[src/rtl/adc_seq_pkg.sv]
package adc_seq_pkg;
  typedef enum logic [1:0] {ST_IDLE, ST_WAIT, ST_CONV} conv_st_e;
  localparam logic [1:0] SRC_RC    = 2'b11;
  localparam logic [3:0] TRIG_MODE = 4'b1011;
endpackage

[src/rtl/adc_tick_gen.sv]
module adc_tick_gen
  import adc_seq_pkg::*;
#(
  parameter int unsigned DIV0 = 2,
  parameter int unsigned DIV1 = 8,
  parameter int unsigned DIV2 = 32
) (
  input  logic       clk,
  input  logic       rst_n,
  input  logic       run,
  input  logic [1:0] src,
  input  logic       rc_tick,
  output logic       tick
);
  localparam int unsigned DMAX01 = (DIV0 > DIV1) ? DIV0 : DIV1;
  localparam int unsigned DMAX   = (DMAX01 > DIV2) ? DMAX01 : DIV2;
  localparam int CW = $clog2(DMAX) + 1;

  logic [CW-1:0] cnt_q, cnt_d, lim;

  always_comb begin
    case (src)
      2'b00:   lim = CW'(DIV0 - 1);
      2'b01:   lim = CW'(DIV1 - 1);
      default: lim = CW'(DIV2 - 1);
    endcase
  end

  assign tick = run && ((src == SRC_RC) ? rc_tick : (cnt_q == lim));

  always_comb begin
    cnt_d = cnt_q + 1'b1;
    if (!run || tick) cnt_d = '0;
  end

  always_ff @(posedge clk or negedge rst_n) begin
    if (!rst_n) cnt_q <= '0;
    else        cnt_q <= cnt_d;
  end

  AST_DIV_TICK_BOUND: assert property (@(posedge clk) disable iff (!rst_n)
    (run && src != SRC_RC) |-> (cnt_q <= lim)) else $error("divider overran");
endmodule

[src/rtl/adc_sar_core.sv]
module adc_sar_core #(
  parameter int NBITS = 10,
  parameter int EXTRA = 2
) (
  input  logic             clk,
  input  logic             rst_n,
  input  logic             run,
  input  logic             tick,
  input  logic             kill,
  input  logic             cmp_in,
  output logic [NBITS-1:0] trial,
  output logic [NBITS-1:0] result,
  output logic             done
);
  localparam int STEPS = NBITS + EXTRA;
  localparam int SW    = $clog2(STEPS);

  logic [SW-1:0]    step_q, step_d;
  logic [NBITS-1:0] sar_q, sar_d, res_q;
  logic             last;

  assign last = (step_q == SW'(STEPS - 1));
  assign done = run && tick && last && !kill;

  always_comb begin
    step_d = step_q;
    sar_d  = sar_q;
    if (!run) begin
      step_d = '0;
      sar_d  = '0;
    end else if (tick) begin
      if (!last) step_d = step_q + 1'b1;
      for (int i = 0; i < NBITS; i++)
        if (step_q == SW'(NBITS - 1 - i)) sar_d[i] = cmp_in;
    end
  end

  for (genvar g = 0; g < NBITS; g++) begin : g_trial
    assign trial[g] = sar_q[g] | (run && (step_q == SW'(NBITS - 1 - g)));
  end

  always_ff @(posedge clk or negedge rst_n) begin
    if (!rst_n) begin
      step_q <= '0;
      sar_q  <= '0;
    end else begin
      step_q <= step_d;
      sar_q  <= sar_d;
    end
  end

  always_ff @(posedge clk or negedge rst_n) begin
    if (!rst_n)    res_q <= '0;
    else if (done) res_q <= sar_q;
  end

  assign result = res_q;

  AST_STEP_BOUND: assert property (@(posedge clk) disable iff (!rst_n)
    run |-> ({1'b0, step_q} < (SW+1)'(STEPS))) else $error("step overran");
  AST_RESULT_HOLD: assert property (@(posedge clk) disable iff (!rst_n)
    !done |=> $stable(res_q)) else $error("result moved without completion");
endmodule

[src/rtl/adc_seq_ctrl.sv]
module adc_seq_ctrl
  import adc_seq_pkg::*;
#(
  parameter int START_DLY = 4
) (
  input  logic       clk,
  input  logic       rst_n,
  input  logic       reg_wr,
  input  logic       wr_en,
  input  logic       wr_go,
  input  logic [1:0] wr_src,
  input  logic       wr_ie,
  input  logic       wr_flag,
  input  logic       trig_in,
  input  logic [3:0] trig_mode,
  input  logic       core_sleep,
  input  logic       done,
  output logic       run,
  output logic       kill,
  output logic [1:0] src,
  output logic       go_busy,
  output logic       enabled,
  output logic       int_flag,
  output logic       wake_req,
  output logic       conv_powered,
  output logic       timer_clear
);
  localparam int DW = $clog2(START_DLY + 1);

  conv_st_e      st_q, st_d;
  logic [DW-1:0] dly_q, dly_d;
  logic          en_q, en_d, ie_q, ie_d, flag_q, flag_d;
  logic          wake_q, wake_d, pwr_q, pwr_d, tclr_q, tclr_d;
  logic [1:0]    src_q, src_d;
  logic          busy, trig_hit, sleep_kill, start_ok;

  assign en_d  = reg_wr ? wr_en  : en_q;
  assign ie_d  = reg_wr ? wr_ie  : ie_q;
  assign src_d = reg_wr ? wr_src : src_q;

  assign busy       = (st_q != ST_IDLE);
  assign trig_hit   = trig_in && (trig_mode == TRIG_MODE);
  assign sleep_kill = core_sleep && (src_q != SRC_RC);
  assign kill       = busy && ((reg_wr && (!wr_go || !wr_en)) || sleep_kill);
  assign start_ok   = !busy && en_d && ((reg_wr && wr_go) || trig_hit)
                      && !(core_sleep && src_d != SRC_RC);

  always_comb begin
    st_d  = st_q;
    dly_d = dly_q;
    case (st_q)
      ST_IDLE: if (start_ok) begin
        st_d  = (src_d == SRC_RC) ? ST_WAIT : ST_CONV;
        dly_d = '0;
      end
      ST_WAIT: begin
        if (kill)                            st_d = ST_IDLE;
        else if (dly_q == DW'(START_DLY - 1)) st_d = ST_CONV;
        else                                 dly_d = dly_q + 1'b1;
      end
      ST_CONV: if (kill || done) st_d = ST_IDLE;
      default: st_d = ST_IDLE;
    endcase
  end

  always_comb begin
    flag_d = flag_q;
    if (reg_wr && !wr_flag) flag_d = 1'b0;
    if (done)               flag_d = 1'b1;
    wake_d = done && core_sleep && ie_q;
    tclr_d = trig_hit;
    pwr_d  = pwr_q;
    if (sleep_kill)                         pwr_d = 1'b0;
    else if (done && core_sleep && !ie_q)   pwr_d = 1'b0;
    else if (reg_wr)                        pwr_d = wr_en;
    else if (start_ok)                      pwr_d = 1'b1;
  end

  always_ff @(posedge clk or negedge rst_n) begin
    if (!rst_n) begin
      st_q   <= ST_IDLE;
      dly_q  <= '0;
      en_q   <= 1'b0;
      ie_q   <= 1'b0;
      src_q  <= 2'b00;
      flag_q <= 1'b0;
      wake_q <= 1'b0;
      pwr_q  <= 1'b0;
      tclr_q <= 1'b0;
    end else begin
      st_q   <= st_d;
      dly_q  <= dly_d;
      en_q   <= en_d;
      ie_q   <= ie_d;
      src_q  <= src_d;
      flag_q <= flag_d;
      wake_q <= wake_d;
      pwr_q  <= pwr_d;
      tclr_q <= tclr_d;
    end
  end

  assign run          = (st_q == ST_CONV);
  assign src          = src_q;
  assign go_busy      = busy;
  assign enabled      = en_q;
  assign int_flag     = flag_q;
  assign wake_req     = wake_q;
  assign conv_powered = pwr_q;
  assign timer_clear  = tclr_q;

  AST_GO_NEEDS_EN: assert property (@(posedge clk) disable iff (!rst_n)
    busy |-> en_q) else $error("busy while disabled");
  AST_SLEEP_ABORT: assert property (@(posedge clk) disable iff (!rst_n)
    (busy && core_sleep && src_q != SRC_RC) |=> (!busy && !pwr_q && en_q))
    else $error("sleep did not abort");
  AST_DONE_FLAG: assert property (@(posedge clk) disable iff (!rst_n)
    done |=> (flag_q && !busy)) else $error("completion lost");
  AST_WAKE_HAS_FLAG: assert property (@(posedge clk) disable iff (!rst_n)
    wake_q |-> flag_q) else $error("wake without flag");
endmodule

[src/rtl/adc_seq_top.sv]
module adc_seq_top
  import adc_seq_pkg::*;
#(
  parameter int          NBITS     = 10,
  parameter int          EXTRA     = 2,
  parameter int          START_DLY = 4,
  parameter int unsigned DIV0      = 2,
  parameter int unsigned DIV1      = 8,
  parameter int unsigned DIV2      = 32
) (
  input  logic             clk,
  input  logic             rst_n,
  input  logic             reg_wr,
  input  logic             wr_en,
  input  logic             wr_go,
  input  logic [1:0]       wr_src,
  input  logic             wr_ie,
  input  logic             wr_flag,
  input  logic             trig_in,
  input  logic [3:0]       trig_mode,
  input  logic             core_sleep,
  input  logic             rc_tick,
  input  logic             cmp_in,
  output logic [NBITS-1:0] trial_code,
  output logic [NBITS-1:0] result,
  output logic             go_busy,
  output logic             enabled,
  output logic             int_flag,
  output logic             wake_req,
  output logic             conv_powered,
  output logic             timer_clear
);
  logic       rst_meta, rst_s;
  logic       run, kill, tick, done;
  logic [1:0] src;

  always_ff @(posedge clk or negedge rst_n) begin
    if (!rst_n) begin
      rst_meta <= 1'b0;
      rst_s    <= 1'b0;
    end else begin
      rst_meta <= 1'b1;
      rst_s    <= rst_meta;
    end
  end

  adc_seq_ctrl #(.START_DLY(START_DLY)) u_ctrl (
    .clk(clk), .rst_n(rst_s), .reg_wr(reg_wr), .wr_en(wr_en), .wr_go(wr_go),
    .wr_src(wr_src), .wr_ie(wr_ie), .wr_flag(wr_flag), .trig_in(trig_in),
    .trig_mode(trig_mode), .core_sleep(core_sleep), .done(done), .run(run),
    .kill(kill), .src(src), .go_busy(go_busy), .enabled(enabled),
    .int_flag(int_flag), .wake_req(wake_req), .conv_powered(conv_powered),
    .timer_clear(timer_clear)
  );

  adc_tick_gen #(.DIV0(DIV0), .DIV1(DIV1), .DIV2(DIV2)) u_tick (
    .clk(clk), .rst_n(rst_s), .run(run), .src(src), .rc_tick(rc_tick), .tick(tick)
  );

  adc_sar_core #(.NBITS(NBITS), .EXTRA(EXTRA)) u_sar (
    .clk(clk), .rst_n(rst_s), .run(run), .tick(tick), .kill(kill), .cmp_in(cmp_in),
    .trial(trial_code), .result(result), .done(done)
  );
endmodule

[config.mk]
export PLATFORM = sky130hd
export DESIGN_NAME = adc_seq_top
export DESIGN_NICKNAME = d
export VERILOG_FILES = /design/src/rtl/adc_seq_pkg.sv /design/src/rtl/adc_tick_gen.sv /design/src/rtl/adc_sar_core.sv /design/src/rtl/adc_seq_ctrl.sv /design/src/rtl/adc_seq_top.sv
export SDC_FILE = /design/constraint.sdc
export NUM_CORES = 1
export LEC_CHECK = 0
export BUFFER_PORTS_ARGS = -buffer_cell sky130_fd_sc_hd__buf_2
export CORE_MARGIN = 5
export CORE_UTILIZATION = 53
export CTS_CLUSTER_DIAMETER = 200
export DETAILED_ROUTE_END_ITERATION = 16
export PLACE_DENSITY_LB_ADDON = 0.05
export SLEW_MARGIN = 10
export SYNTH_ARGS = -nofsm -noshare
export SYNTH_HDL_FRONTEND = slang
export SYNTH_SLANG_ARGS = --single-unit
[constraint.sdc]
create_clock -name clk -period 2.2 [get_ports clk]
set_input_delay 0.11 -clock clk [delete_from_list [all_inputs] [get_ports clk]]
set_output_delay 0.11 -clock clk [all_outputs]
set_load 0.02 [all_outputs]
# Yosys cells after proc, flatten, opt, wreduce, memory -nomap -nowiden
# Index checks and enable logic that the tools add are counted.
[totals]
word_cells = 170
output_inout_bits = 26
reg_bits = 45
inputBits = 17
[op_classes]
muxes = 36
reduce_logical = 60
n_addsub = 3
n_eq_ne = 37
bitwise = 10
[op_table]
columns = ["operator", "count"]
rows = [
  ["!= test 2 bit (second input constant)", 16],
  ["logical AND 1 bit", 27],
  ["AND reduction 2 bit", 11],
  ["2-to-1 mux 10 bit", 2],
  ["2-to-1 mux 1 bit", 18],
  ["== test 4 x 3 -> 1 bit (second input constant)", 4],
  ["== test 4 bit (second input constant)", 4],
  ["2-to-1 mux 2 bit", 6],
  ["2-to-1 mux 4 bit", 3],
  ["bitwise OR 1 bit", 10],
  ["case mux 5 bit (2 select lines)", 1],
  ["2-to-1 mux 3 bit", 3],
  ["== test 4 x 2 -> 1 bit (second input constant)", 2],
  ["logical NOT 1 bit", 8],
  ["adder 6 x 1 -> 6 bit (second input constant)", 1],
  ["== test 2 bit (second input constant)", 3],
  ["== test 6 x 5 -> 1 bit", 1],
  ["2-to-1 mux 6 bit", 1],
  ["case mux 2 bit (3 select lines)", 1],
  ["case mux 3 bit (2 select lines)", 1],
  ["nonzero test 2 bit", 3],
  ["logical OR 1 bit", 5],
  ["adder 4 x 1 -> 4 bit (second input constant)", 1],
  ["== test 2 x 1 -> 1 bit (second input constant)", 2],
  ["10 further kinds", 12],
]

# Depth between registers and ports, before layout
# Gate-level depths: netlist (run 1).
[logic_depth]
ltp_word = 12
ltp_mapped = 6
mapped_depth_nobuf = 5

# Cells and area by module
# From an unflattened synthesis (run 1), not the netlist that was laid out.
[hier_totals]
hier_cells = 216
area_unflattened_um2 = 2446.1
[modules_own_cells]
columns = ["module", "seq_area_each_um2", "cells_per_inst", "area_per_inst_um2", "n_inst"]
rows = [
  ["adc_sar_core", 600.6, 108, 1287.5, 1],
  ["adc_seq_ctrl", 325.3, 74, 780.7, 1],
  ["adc_tick_gen", 150.1, 31, 324.1, 1],
  ["adc_seq_top", 50.0, 3, 53.8, 1],
]

# Worst setup path after synthesis (run 1)
# Ideal clock, no wire load.
[synth_path]
kind = "flip-flop to flip-flop"
start = "reg u_ctrl.src_q[1], in the netlist u_ctrl.src[1]"
end = "reg u_sar.res_q[0], in the netlist u_sar.result[0]"
period_less_slack_ns = 2.088
path_slack_ns = 0.112
arrival_time_ns = 1.963
required_ns = 2.075
stages_incl_launch_ff = 7
n_path_buf = 2
setup_time_ns = 0.125
path_cell_list = "dfrtp_1 -> buf_6 -> or4_4 -> a221oi_4 -> o211ai_2 -> buf_6 -> mux2_4"
[synth_via]
elab_chain_len = 8
elab_cells_between_ends = 15
cone_classes = "eq/ne: 4; mux: 2; reduce/logical: 9"
[synth_lines]
columns = ["item", "line_no", "text"]
rows = [
  ["from (decl)", "adc_seq_ctrl.sv:34", "logic [1:0] src_q, src_d;"],
  ["from (signal assigned)", "adc_seq_ctrl.sv:95", "src_q <= src_d;"],
  ["== test 2 x 1 -> 1 bit / logical NOT 2 bit (equally long branches)", "adc_tick_gen.sv:22", "case (src)"],
  ["case mux 5 bit (2 select lines)", "adc_tick_gen.sv:22", ""],
  ["== test 6 x 5 -> 1 bit", "adc_tick_gen.sv:29", "assign tick = run && ((src == SRC_RC) ? rc_tick : (cnt_q == lim));"],
  ["2-to-1 mux 1 bit", "adc_tick_gen.sv:29", ""],
  ["logical AND 1 bit", "adc_tick_gen.sv:29", ""],
  ["logical AND 1 bit (2 in series)", "adc_sar_core.sv:23", "assign done = run && tick && last && !kill;"],
  ["logical AND 1 bit (*)", "adc_sar_core.sv:23", ""],
  ["to (signal assigned)", "adc_sar_core.sv:54", "else if (done) res_q <= sar_q;"],
  ["to (decl)", "adc_sar_core.sv:19", "logic [NBITS-1:0] sar_q, sar_d, res_q;"],
]
# Every way passes the cells marked *; elsewhere a longest branch is shown, timed or not.
# A chain may end at the register's enable or synchronous reset.

# Worst setup path in the final report (run 1)
[layout_path]
start = "reg u_ctrl.src_q[1], in the netlist u_ctrl.src[1]"
end = "reg u_sar.res_q[1], in the netlist u_sar.result[1]"
# The elaborated chain is that of the path after synthesis.

==> flow_summary.yaml, run 1 <==
sta:
  tns_ps: 0
  setup_violations: 0
  slew_violations: 0
  grt_setup_unrepaired: "no"
  worst_slack_ps: 106
  hold_viol: 0
  tightestPinTransition_ps: 573
  finalCritPeriodShare: 0.952
  max_freq_mhz: 478
  min_period_ps: 2090
  relSlewSlack: 0.615
  final.setup_skew_ps: 10.8
route:
  drt_iter0_drc: 91
  first_pass_iters: 4
  post_drt_wl_per_cell_um: 15.5
  ant_nets: 0
  vias_per_cell: 5.54
  drcViolationCount: 0
  vias: 1762
  wl_um: 4920
yosys:
  netlist_instances: 220
  seq_area_frac_synth: 0.471
  syn_avg_cell_area_um2: 10.9
  syn-num-nets: 244
  synth_warnings: 0
  syn-cell-area_mm2: 0.00239
  yosys_register_bits: 45
  yosys.cell_types.count: 48
setup_path:
  crit_path_start_kind: "flip-flop"
  slowest_stage: "or4_4"
  r2r-start: "u_ctrl.src[1]$_DFF_PN0_"
  rr_worst_depth: 5
  startpoint: "u_ctrl.src[1]$_DFF_PN0_"
  worstPathArrival_ps: 2270
  critical_path_class: "reg2reg"
  cp_max_fo: 12
  cp_num_buf_inv: 1
  required_ps: 2380
  crit_chain: "or4_4 -> a221oi_4 -> o211ai_2 -> buf_4 -> mux2_4"
  cp-end-kind: "flip-flop"
  slowest_delay_ps: 570
  reg2reg_to: "u_sar.result[1]$_DFFE_PN0P_"
  r2r_slack_ps: 110
  crit_family: "simple AND/OR/NAND/NOR gates"
clock_network:
  cts_resized: 0
  clockRootBuffer: "clkbuf_8"
  post-cts-setup-buffers: 0
  cts_buffer_depth: 2
  cts_hold_buf: 1
  cts_buffers: 5
  htree_levels: 2
  cts_tree: "yes"
  cts.reportedPaths.clkPinSlew_ps: 80
  cts.sinks: 45
  clk-insertion-delay-late_ps: 300
global_route:
  track_usage: 0.169
  overflow: 0
  antenna_found_initial: 0
  grt_pass1_vias: 1756
  grt_max_degree: 44
  grt_pass1_wl_um: 8320
floorplan:
  die_area_mm2: 0.00595
  core_mm2: 0.00435
  rows: 24
  die_x_um: 77.2
  ios: 43
  die_h_um: 77.2
  initial_core_util: 0.549
hold_path:
  holdCritPathClass: "in2reg"
  min_to: "u_ctrl.int_flag$_DFFE_PN0P_"
  holdCritStartpoint: "wr_flag"
  min_delay_path_depth: 3
finish:
  layout_commonest_cell: "dfrtp_1"
  diodes: 0
  drive_above_1_share: 0.301
  synthToLayoutAreaGrowth_pct: 15.8
  final_cell_mix: "dfrtp_1 (44), buf_2 (42), nand2_1 (26), mux2i_1 (14), o211ai_1 (12)"
  nets: 289
  fillers: 371
placement:
  gp_congestion: 0.759
  dp_hpwl_um: 3500
  dpl_worst_slack_ps: 132
  io_buffers: 42
pwr:
  ir_worst_vdd_mv: 0.421
  p_leak_uw: 0.00149
  power.density_mw_per_mm2: 682
run_status:
  status: "finished clean"
run:
  drv_cap: 0
worst register-to-register path: stages, from the launching register on:
cell and delay, ps:
dfrtp_1 460, or4_4 570, a221oi_4 300, o211ai_2 110, buf_4 220, mux2_4 320
routing by layer:
metal	GRT usage	part of all wire	wire length (um)
met1	0.222	0.45	2210
met2	0.281	0.48	2390
met3	0.0433	0.057	282
met4	0.0361	0.0085	42
met5	0	0	0
metrics by stage:
| step | util | total power, uW | area (um2) | hold slack (ps) | std cells |
|---|---|---|---|---|---|
| 3_3_place_gp | 0.609 | 1290 | 2650 | -104 | 309 |
| 6_report | 0.636 | 1890 | 2770 | 31.1 | 318 |
| 3_5_place_dp | 0.609 | 1290 | 2650 | -103 | 309 |
| 5_1_grt | 0.636 | 2000 | 2770 | 27.4 | 318 |
| 4_1_cts | 0.636 | 1910 | 2770 | 25.3 | 318 |
| 2_1_floorplan | - | 1180 | 2390 | -186 | 220 |
cell families after synthesis:
family | count (synthesis) | share of synthesized area
adders and majority gates | 7 | 0.0366
AOI/OAI and AO/OA | 47 | 0.161
buffers and inverters | 19 | 0.0366
DFF | 45 | 0.471
xor gates and xnor gates | 4 | 0.0147
other | 1 | 0.00157
muxes | 27 | 0.132
and+or+nand+nor | 70 | 0.146
worst max-delay path by stage:
stage                                  endpoint  slack (ps)  cells after the start
global route        u_sar.result[1]$_DFFE_PN0P_          20                      5
finish              u_sar.result[1]$_DFFE_PN0P_         110                      5
detailed placement  u_sar.result[1]$_DFFE_PN0P_         130                      5
CTS                 u_sar.result[1]$_DFFE_PN0P_         100                      5
floorplan           u_sar.result[0]$_DFFE_PN0P_         110                      6
global placement    u_sar.result[4]$_DFFE_PN0P_         170                      5
synthesized netlist by cell type (all sizes together):
cell type  number  area, um2
dfrtp          45       1130
nand2          26       97.6
mux2i          14        140
mux2           13        176
o211ai         13        103
nor2           11       41.3
inv             9       33.8
a21o            8       60.1
ha              7       87.6
clkbuf          6       22.5
nand3           6       30.0
nor3            6       30.0
o21ai           5       25.0
buf             4       31.3
a21oi           3       15.0
nand2b          3       18.8
nor2b           3       18.8
o221a           3       33.8
or3             3       18.8
a21boi          2       15.0
a31o            2       17.5
nand4b          2       17.5
nor4            2       12.5
o32ai           2       17.5
or4             2       18.8
xnor2           2       17.5
xor2            2       17.5
a2111o          1       11.3
a211o           1       8.76
a21bo           1       10.0
a221oi          1       26.3
a311oi          1       8.76
a31oi           1       6.26
and2            1       6.26
and3            1       6.26
and3b           1       8.76
conb            1       3.75
nand3b          1       7.51
o211a           1       10.0
o21a            1       7.51
o21ba           1       10.0
or2             1       6.26
or3b            1       8.76
sequential cells by signal (all words and copies together), names as in the netlist, 2 cells and up:
register / count
u_ctrl.dly_q: 3
u_ctrl.src: 2
u_ctrl.st_q: 2
u_sar.result: 10
u_sar.sar_q: 10
u_sar.step_q: 4
u_tick.cnt_q: 6
cell type report:
| cell class | instances | area [um2] | area share |
|---|---|---|---|
| well taps | 52 | 65.1 | 0.0235 |
| clock inverters | 2 | 35.0 | 0.0127 |
| clock buffers | 6 | 72.6 | 0.0262 |
| repair buffers | 48 | 258 | 0.0931 |
| multi-input cells | 156 | 1180 | 0.425 |
| flip-flops and latches | 45 | 1130 | 0.407 |
| inverters | 9 | 33.8 | 0.0122 |
power by group:
part	switching, uW	internal [uW]	total [uW]
registers	38.3	859	897
clock network	271	337	609
logic	242	141	383
Note: power is estimated with default switching activity, not from simulation.
==> run 2: changes to the inputs <==
--- a/config.mk
+++ b/config.mk
@@ -6,7 +6,7 @@
 export NUM_CORES = 1
 export LEC_CHECK = 0
 export BUFFER_PORTS_ARGS = -buffer_cell sky130_fd_sc_hd__buf_2
-export CORE_MARGIN = 5
+export CORE_MARGIN = 3
 export CORE_UTILIZATION = 53
 export CTS_CLUSTER_DIAMETER = 200
 export DETAILED_ROUTE_END_ITERATION = 16
@@ -15,3 +15,4 @@
 export SYNTH_ARGS = -nofsm -noshare
 export SYNTH_HDL_FRONTEND = slang
 export SYNTH_SLANG_ARGS = --single-unit
+export TNS_END_PERCENT = 100
==> run 2 against run 1 <==
  * Sequential power rose by 0.4%
  * Global-route usage rose by 2.8 points
  * Flip-flop and latch count unchanged
  * Final area up 1.9%
  * Worst hold slack better by 17 ps
  * Combinational power is 3% higher
  * Core utilization up 4.1 points
  * Critical path type unchanged
  * Largest power group unchanged
  * Highest routed layer unchanged
==> flow_summary.yaml, run 2 (synthesis gave the netlist of run 1 again) <==
run_status:
  status: "finished clean"
clock_network:
  cts_tree: "yes"
  post-cts-setup-buffers: 0
  cts.sinks: 45
  clk-insertion-delay-late_ps: 290
  cts_buffers: 5
  clockRootBuffer: "clkbuf_8"
  htree_levels: 2
  cts.reportedPaths.clkPinSlew_ps: 80
  cts_buffer_depth: 2
  cts_resized: 0
sta:
  final.setup_skew_ps: 4.89
  tightestPinTransition_ps: 725
  grt_setup_unrepaired: "no"
  finalCritPeriodShare: 0.924
  relSlewSlack: 0.512
  min_period_ps: 2030
  slew_violations: 0
  tns_ps: 0
  max_freq_mhz: 492
  hold_viol: 0
  setup_violations: 0
finish:
  final_area_mm2: 0.00282
  layout_commonest_cell: "dfrtp_1"
  diodes: 0
  drive_above_1_share: 0.309
  final_cell_mix: "dfrtp_1 (44), buf_2 (42), nand2_1 (26), mux2i_1 (14), o211ai_1 (12)"
  nets: 292
  synthToLayoutAreaGrowth_pct: 18.1
route:
  post_drt_wl_per_cell_um: 15.2
  vias: 1828
  drt_iter0_drc: 90
  wl_um: 4850
  first_pass_iters: 6
  vias_per_cell: 5.73
  ant_nets: 0
  drcViolationCount: 0
global_route:
  antenna_found_initial: 0
  overflow: 0
  grt_pass1_wl_um: 8310
  grt_max_degree: 23
  track_usage: 0.197
  grt_pass1_vias: 1809
floorplan:
  core_mm2: 0.00417
  die_h_um: 73.2
  rows: 23
  die_area_mm2: 0.00535
  die_x_um: 73.2
  ios: 43
  initial_core_util: 0.573
setup_path:
  crit_family: "simple AND/OR/NAND/NOR gates"
  r2r_slack_ps: 170
  critical_path_class: "reg2reg"
  rr_worst_depth: 5
  cp-end-kind: "flip-flop"
  reg2reg_to: "u_sar.result[3]$_DFFE_PN0P_"
  crit_chain: "or4_4 -> a221oi_4 -> o211ai_2 -> buf_12 -> mux2_4"
  slowest_delay_ps: 560
  cp_max_fo: 12
  worstPathArrival_ps: 2220
  slowest_stage: "or4_4"
  crit_path_start_kind: "flip-flop"
  required_ps: 2380
  cp_num_buf_inv: 1
  r2r-start: "u_ctrl.src[1]$_DFF_PN0_"
hold_path:
  min_delay_path_depth: 2
  holdCritStartpoint: "wr_ie"
  holdCritPathClass: "in2reg"
  min_to: "u_ctrl.ie_q$_DFFE_PN0P_"
pwr:
  power.density_mw_per_mm2: 687
  ir_worst_vdd_mv: 0.392
  p_leak_uw: 0.00152
placement:
  dpl-instance-area_mm2: 0.00270
  dp_hpwl_um: 3600
  gp_congestion: 0.799
  io_buffers: 42
run:
  drv_cap: 0
-- run 2: timing repair --
action                     in CTS  in global routing
hold endpoints to repair        2                  0
setup endpoints to repair       0                  0
hold buffers                    1                  0
-- run 2: where the power goes --
part / internal, uW / total [uW] / switching (uW)
clock: 370 / 643 / 273
sequential: 858 / 901 / 42.2
combinational: 153 / 395 / 242
-- run 2: worst max path at each step --
| stage | startpoint | to | slack [ps] | depth (start not counted) |
|---|---|---|---|---|
| 2_1_floorplan | u_ctrl.src[1]$_DFF_PN0_ | u_sar.result[0]$_DFFE_PN0P_ | 110 | 6 |
| 3_3_place_gp | u_ctrl.src[1]$_DFF_PN0_ | u_sar.result[3]$_DFFE_PN0P_ | 200 | 5 |
| 3_5_place_dp | u_ctrl.src[1]$_DFF_PN0_ | u_sar.result[4]$_DFFE_PN0P_ | 180 | 5 |
| 4_1_cts | u_ctrl.src[1]$_DFF_PN0_ | u_sar.result[3]$_DFFE_PN0P_ | 170 | 5 |
| 5_1_grt | u_ctrl.st_q[0]$_DFFE_PN0P_ | trial_code[6] | 70 | 4 |
| 6_report | u_ctrl.src[1]$_DFF_PN0_ | u_sar.result[3]$_DFFE_PN0P_ | 170 | 5 |
-- run 2: layout make-up --
type                    instances  area (um2)
flip-flops and latches         45        1130
fillers                       360        1350
clock inverters                 1        30.0
inverters                       9        33.8
well taps                      50        62.6
clock buffers                   7        86.3
multi-input cells             156        1180
repair buffers                 51         305
-- run 2: through the flow --
| step | hold slack [ps] | worst slack, ps | util | instances | total power, uW |
|---|---|---|---|---|---|
| detailed placement | -103 | 177 | 0.646 | 310 | 1310 |
| finish | 47.8 | 167 | 0.676 | 319 | 1940 |
| global placement | -105 | 201 | 0.646 | 310 | 1310 |
| floorplan | -186 | 112 | - | 220 | 1180 |
| CTS | 39.5 | 174 | 0.676 | 319 | 1960 |
| global route | 50.1 | 73.8 | 0.676 | 319 | 2030 |
-- run 2: metal layers --
metal | vias to the layer above | GRT usage | wire length (um)
met4 | 0 | 0.0492 | 42
li1 | 887 | - | -
met2 | 37 | 0.308 | 2280
met1 | 899 | 0.277 | 2330
met3 | 5 | 0.0441 | 209
met5 | - | 0 | 0
